**src/rtl/btncap_pkg.sv**
```systemverilog
package btncap_pkg;
  localparam int unsigned BTN_W    = 5;
  localparam int unsigned DATA_W   = 8;
  localparam int unsigned FLAG_POS = DATA_W - 1;

  typedef logic [BTN_W-1:0]  btn_vec_t;
  typedef logic [DATA_W-1:0] byte_t;

  function automatic byte_t pack_status(input logic flag, input btn_vec_t bits);
    byte_t r;
    r = '0;
    r[FLAG_POS]  = flag;
    r[BTN_W-1:0] = bits;
    return r;
  endfunction
endpackage

```
**src/rtl/btncap_rst_sync.sv**
```systemverilog
module btncap_rst_sync #(
  parameter int unsigned STAGES = 2
) (
  input  logic clk,
  input  logic arst_n,
  output logic rst_n_sync
);
  logic [STAGES-1:0] chain_q;
  logic [STAGES-1:0] chain_d;

  always_comb begin
    chain_d = {chain_q[STAGES-2:0], 1'b1};
  end

  always_ff @(posedge clk or negedge arst_n) begin
    if (!arst_n) chain_q <= '0;
    else         chain_q <= chain_d;
  end

  assign rst_n_sync = chain_q[STAGES-1];
endmodule

```
**src/rtl/btncap_latch.sv**
```systemverilog
module btncap_latch
  import btncap_pkg::*;
(
  input  logic     clk,
  input  logic     rst_n,
  input  btn_vec_t btn_pulse,
  output logic     press,
  output btn_vec_t bits_q
);
  logic     load_en;
  btn_vec_t bits_d;

  always_comb begin
    load_en = |btn_pulse;
    bits_d  = btn_pulse;
    press   = load_en;
  end

  always_ff @(posedge clk or negedge rst_n) begin
    if (!rst_n)       bits_q <= '0;
    else if (load_en) bits_q <= bits_d;
  end
endmodule

```
**src/rtl/btncap_flag.sv**
```systemverilog
module btncap_flag (
  input  logic clk,
  input  logic rst_n,
  input  logic press,
  input  logic clr_rd,
  input  logic clr_ack,
  output logic flag_q
);
  logic flag_d;
  logic upd_en;

  always_comb begin
    upd_en = press | clr_rd | clr_ack;
    flag_d = press;
  end

  always_ff @(posedge clk or negedge rst_n) begin
    if (!rst_n)      flag_q <= 1'b0;
    else if (upd_en) flag_q <= flag_d;
  end
endmodule

```
**src/rtl/btncap_rdmux.sv**
```systemverilog
module btncap_rdmux
  import btncap_pkg::*;
#(
  parameter int unsigned ID_W      = 8,
  parameter logic [ID_W-1:0] PORT_ADDR = '0
) (
  input  logic [ID_W-1:0] port_id,
  input  logic            flag,
  input  btn_vec_t        bits,
  output logic            sel_hit,
  output byte_t           rd_data
);
  always_comb begin
    sel_hit = (port_id == PORT_ADDR);
    rd_data = sel_hit ? pack_status(flag, bits) : '0;
  end
endmodule

```
**src/rtl/btn_event_reg.sv**
```systemverilog
module btn_event_reg
  import btncap_pkg::*;
#(
  parameter int unsigned ID_W        = 8,
  parameter logic [ID_W-1:0] PORT_ADDR = 8'h0A,
  parameter int unsigned SYNC_STAGES = 2
) (
  input  logic              clk,
  input  logic              rst_n,
  input  logic [BTN_W-1:0]  btn_pulse,
  input  logic              rd_strobe,
  input  logic [ID_W-1:0]   port_id,
  input  logic              irq_ack,
  output logic              irq,
  output logic [DATA_W-1:0] rd_data
);
  logic     rst_core_n;
  logic     press;
  logic     sel_hit;
  logic     clr_rd;
  logic     flag_q;
  btn_vec_t bits_q;

  btncap_rst_sync #(.STAGES(SYNC_STAGES)) u_rst_sync (
    .clk        (clk),
    .arst_n     (rst_n),
    .rst_n_sync (rst_core_n)
  );

  btncap_latch u_latch (
    .clk       (clk),
    .rst_n     (rst_core_n),
    .btn_pulse (btn_pulse),
    .press     (press),
    .bits_q    (bits_q)
  );

  always_comb begin
    clr_rd = rd_strobe & sel_hit;
  end

  btncap_flag u_flag (
    .clk     (clk),
    .rst_n   (rst_core_n),
    .press   (press),
    .clr_rd  (clr_rd),
    .clr_ack (irq_ack),
    .flag_q  (flag_q)
  );

  btncap_rdmux #(.ID_W(ID_W), .PORT_ADDR(PORT_ADDR)) u_rdmux (
    .port_id (port_id),
    .flag    (flag_q),
    .bits    (bits_q),
    .sel_hit (sel_hit),
    .rd_data (rd_data)
  );

  assign irq = flag_q;
endmodule

```
**config.mk**
```make
export PLATFORM = sky130hd
export DESIGN_NAME = btn_event_reg
export DESIGN_NICKNAME = d
export VERILOG_FILES = /design/src/rtl/btncap_pkg.sv /design/src/rtl/btncap_rst_sync.sv /design/src/rtl/btncap_latch.sv /design/src/rtl/btncap_flag.sv /design/src/rtl/btncap_rdmux.sv /design/src/rtl/btn_event_reg.sv
export SDC_FILE = /design/constraint.sdc
export NUM_CORES = 1
export LEC_CHECK = 0
export BUFFER_PORTS_ARGS = -buffer_cell sky130_fd_sc_hd__buf_2
export CAP_MARGIN = 20
export CORE_AREA = 2 2 39 41
export DETAILED_ROUTE_END_ITERATION = 10
export DIE_AREA = 0 0 41 43
export PLACE_DENSITY = 0.64
export SKIP_CTS_REPAIR_TIMING = 1
export SLEW_MARGIN = 5
export SYNTH_ARGS = -nofsm -noshare
export SYNTH_HDL_FRONTEND = slang
export SYNTH_SLANG_ARGS = --single-unit
```
**constraint.sdc**
```tcl
create_clock -name clk -period 3.35 [get_ports clk]
set_input_delay 0.67 -clock clk [delete_from_list [all_inputs] [get_ports clk]]
set_output_delay 0.67 -clock clk [all_outputs]
set_load 0.01 [all_outputs]
```
Word level (Yosys, flattened, before mapping) --
Index checks and enable logic that the tools add are counted.
Storage, ports and cells: register bits after elaboration 8, bits in latches 0, bits in writable memories 0, memory bits (read-only) 0, output and inout bits 9, word-level logic and storage cells 9, memories 0
Cells by class: $add $sub $neg 0, multiply operators 0, div/mod/pow operators 0, magnitude comparators 0, equal/unequal tests 1, shift-type cells 0, multiplexer cells 1, bitwise logic cells 3, reduce and logical (&&, ||, !) cells 1
Operators with widths (number):
- equality test 8 x 4 -> 1 bit (second input constant) | 1
- 2-to-1 mux 8 bit | 1
- OR reduction 5 bit | 1
- bitwise OR 1 bit | 2
- bitwise AND 1 bit | 1

Longest topological paths before layout --
depth in word-level cells 4, gate-level depth with buffers 3, mapped depth without buffers 3

Cells and area by module --
From an unflattened synthesis, not the netlist that was laid out.
Second synthesis, totals: cell total of the unflattened synthesis 45, area total of the unflattened synthesis 462.9 um^2
Modules (own cells, without submodules):
- btncap_latch | times used 1, cells an instance 18, area an instance 212.7 um^2, seq. area each 125.1 um^2
- btncap_rdmux | times used 1, cells an instance 20, area an instance 151.4 um^2, seq. area each 0.0 um^2
- btncap_rst_sync | times used 1, cells an instance 3, area an instance 53.8 um^2, seq. area each 50.0 um^2
- btncap_flag | times used 1, cells an instance 3, area an instance 38.8 um^2, seq. area each 25.0 um^2
- btn_event_reg | times used 1, cells an instance 1, area an instance 6.3 um^2, seq. area each 0.0 um^2

Worst setup path before layout --
Ideal clock, no wire load.
kind input to output, from in port_id[7], to out rd_data[0], arrival 1.394 ns, setup slack 1.286 ns, stages 3, path buffers 0, cell sequence nor4b_1 -> and4b_1 -> and2_1
Between the ends: longest elaborated chain between the ends 2
RTL lines:
- from (decl) | line btn_event_reg.sv:12 | input logic [ID_W-1:0] port_id,
- equality test 8 x 4 -> 1 bit | line btncap_rdmux.sv:14 | sel_hit = (port_id == PORT_ADDR);
- 2-to-1 mux 8 bit | line btncap_rdmux.sv:15 | rd_data = sel_hit ? pack_status(flag, bits) : '0;
- to (decl) | line btn_event_reg.sv:15 | output logic [DATA_W-1:0] rd_data
Every way passes these cells.

Worst setup path after layout --
from in port_id[7], to out rd_data[4]
The elaborated chain is that of the path after synthesis.

==> results.md <==
- The run finished with clean final reports.
- The area of the mapped netlist is 404.1 µm².
- The total inserted antenna cells is 0.
- Summing over every cut layer, the via total after detailed routing is 322.
- The routed wire length is 749 µm.
- The first-pass GRT wire length is 1145 µm.
- The library cells used most frequently in the layout, excluding fill and tap cells, are buf_2 (23), dfrtp_1 (8), and2_1 (6), a21o_1 (4).
- Summing all multi-input logic gate instances after layout gives ~190 µm².
- The number of vias per cell after detailed routing is 4.411.
- The sequential cells in the finished layout cover a total of 200.2 µm².
- Routability-driven placement finished with a final weighted congestion of 0.6069.
- Fill cells in the final layout number 145.
- The type of the worst setup path is primary input to output port.
- The post-synthesis area per instance is 12.63 µm².
- The number of placed I/O pins is 26.
- The time the final worst path needs with I/O delays and setup is 2.359 ns.
- The power share of the sequential group is 0.531.
- The longest clock path from root to sink contains 2 buffers.
- The core area is between 1000 and 1500 µm².
- Yosys printed 0 warnings.
- The top fanout value on the critical path is 7.
- The number of instances in the synthesized netlist is 32.
- The total grt overflow is 0.
- Across the routed clock network, the largest skew measured is 0.0003258 ns.
- The number of max-capacitance violations reported is 0.
- The total of flip-flops plus latches after synthesis is 8.
- The H-tree depth is 1.
- The latest clock arrival within the worst-skew pair is around 0.25 ns.
- The per-cell routed wire length is 10.26 µm.
- The final-report max-slew violation count is 0.
- The initial core utilization is 0.2920.
- Setup violations remaining at the end of the flow were counted as 0.
- The worst-case vdd ir drop is around 0.14 mV.
- In this run, CTS created clock tree buffers numbering 3.
- Once detailed placement completed, the half-perimeter wirelength came to 635 µm.
- The count of unique library cells instantiated by Yosys is 15.
- From left edge to right edge, the die measures 41 µm.
- Compared with the post-synthesis result, the final layout area differs by 36.22%.
- The share of total power dissipated in the clock network is 0.362.
- The count of non-filler cells in the finished layout is 73.
- The number of hold violations in the final report came to 0.
- The number of global-route vias before repair came to 294.
- The switching power is 43.14 µW.
- The power after layout is 196.6 µW.
- The number of violations reported at the end of detailed-routing iteration 0 is 1.
- Once detail routing completed, the nets flagged for antenna violations numbered 0.
- The final period utilization is 0.7042.
- The root buffer cell is clkbuf_4.
- The total number of nets in the final design is 76.
- The sequential share of the synthesized area is 0.4954.
- In this run the power density over the cells is 357.0 nW/µm².
- Clock-pin slew was measured on the worst setup and hold paths at 0.05 ns.
- The critical path arrival is 1.69 ns.
- The part of the total power dissipated in combinational logic is 0.107.
- The worst hold path belongs to the class register to async pin.
- Setup repair after global routing left no endpoint under its margin.
- Across every metal layer, demand over resource in global routing totals 0.1017.
- The first TritonRoute pass finished after 2 iterations.
- The kind of capture point of the worst setup path is an output port.
- The pin count of the biggest net entering global routing is 8.
- Of the total power, the share spent switching nets is 0.2195.
- Internal power comes to 153.4 µW.
- The fraction of layout instances using a drive strength above 1 is 0.5614.
- For this design the static power due to leakage is 0.2906 nW.
- After detailed routing, the number of remaining DRC violations is 0.
- The clock drives 8 sinks.
- For this run, the top clock speed supported by timing is 423.9 MHz.
- In this run the core area contains 14 standard-cell rows.
- TritonCTS built the clock tree.
- The die outline area is 1763 µm².
- The library cell used most frequently in the layout, excluding fill and tap cells, is buf_2.
- The critical path startpoint category is a primary input.
- Data on the critical path is required at its endpoint by 2.68 ns.
- The die is 43 µm tall.
- Adding up every negative setup slack in the final design gives 0 ns.
- The number of antenna violations at the first check in global routing was 0.
- The number of placed instances, taps included is 70.
- In this run the tool buffered the top-level ports with 23 buffer cells.
## metrics by stage
step           utilization  instance area [µm²]  setup slack, ns  hold slack (ns)
3_5_place_dp        0.3816                528.0           0.9480           0.1035
3_3_place_gp        0.3816                528.0            1.012          0.09554
4_1_cts             0.3978                550.5           0.9429           0.1087
2_1_floorplan            -                407.9            1.286          0.06783
5_1_grt             0.3978                550.5           0.8100           0.1183
6_report            0.3978                550.5           0.9911           0.1023
## flip-flops by register name, indices dropped and copies added, names as in the netlist
name	flops
u_flag.flag_q	1
u_latch.bits_q	5
u_rst_sync.chain_q	2
## power by group through the flow
stage	Clock (mW)	Combinational, mW	Sequential [mW]
6_report	0.0711	0.0211	0.104
5_1_grt	0.0825	0.0239	0.105
4_1_cts	0.0787	0.0215	0.104
3_5_place_dp	0	0.0215	0.106
3_3_place_gp	0	0.0211	0.106
2_1_floorplan	0	0.00982	0.105
## final timing paths
kind	start	to	slack (ns)	cells after the start
max reg2reg	u_flag.flag_q	u_flag.flag_q	2.42	2
min reg2reg	u_rst_sync.chain_q[1]	u_flag.flag_q	0.10	0
max	port_id[7]	rd_data[4]	0.99	5
max in group asynchronous	u_rst_sync.chain_q[1]	u_latch.bits_q[1]	3.04	0
min in group clk	u_rst_sync.chain_q[0]	u_rst_sync.chain_q[1]	0.35	0
min	u_rst_sync.chain_q[1]	u_flag.flag_q	0.10	0
## per-layer routing
| layer | vias to the layer above | share of wire | track usage |
|---|---|---|---|
| li1 | 159 | - | - |
| met1 | 144 | 0.36 | 0.1040 |
| met2 | 17 | 0.51 | 0.1594 |
| met3 | 2 | 0.12 | 0.03141 |
| met4 | 0 | 0.0080 | 0.08000 |
| met5 | - | 0 | 0 |
## area by class of cell
cell class / instances / area share
inverters: 1 / 0.006818
well taps: 16 / 0.03636
flip-flops and latches: 8 / 0.3636
multi-input cells: 22 / 0.3432
clock buffers: 3 / 0.04091
repair buffers: 23 / 0.2091
## kinds of logic after synthesis
group                  Yosys count  synth area share
buffers and inverters            3           0.04642
and+or+nand+nor                 12            0.2539
DFF                              8            0.4954
other                            2           0.01858
AOI/OAI and AO/OA                7            0.1858
## cell usage after synthesis
master,count,area share
a2111oi_4,1,0.068
a21o_1,4,0.074
a21o_2,1,0.022
a21oi_2,1,0.022
and2_1,6,0.093
and4b_1,1,0.025
buf_4,2,0.037
conb_1,2,0.019
dfrtp_1,8,0.50
inv_1,1,0.0093
nor2_1,1,0.0093
nor3_4,1,0.040
nor4b_1,1,0.022
nor4b_2,1,0.037
or3_4,1,0.028
## critical path, cell delays in order
cell     delay (ns)
buf_2          0.09
nor4b_1        0.28
and4b_1        0.35
and2_1         0.17
buf_2          0.12
(Power assumes the default switching activity.)
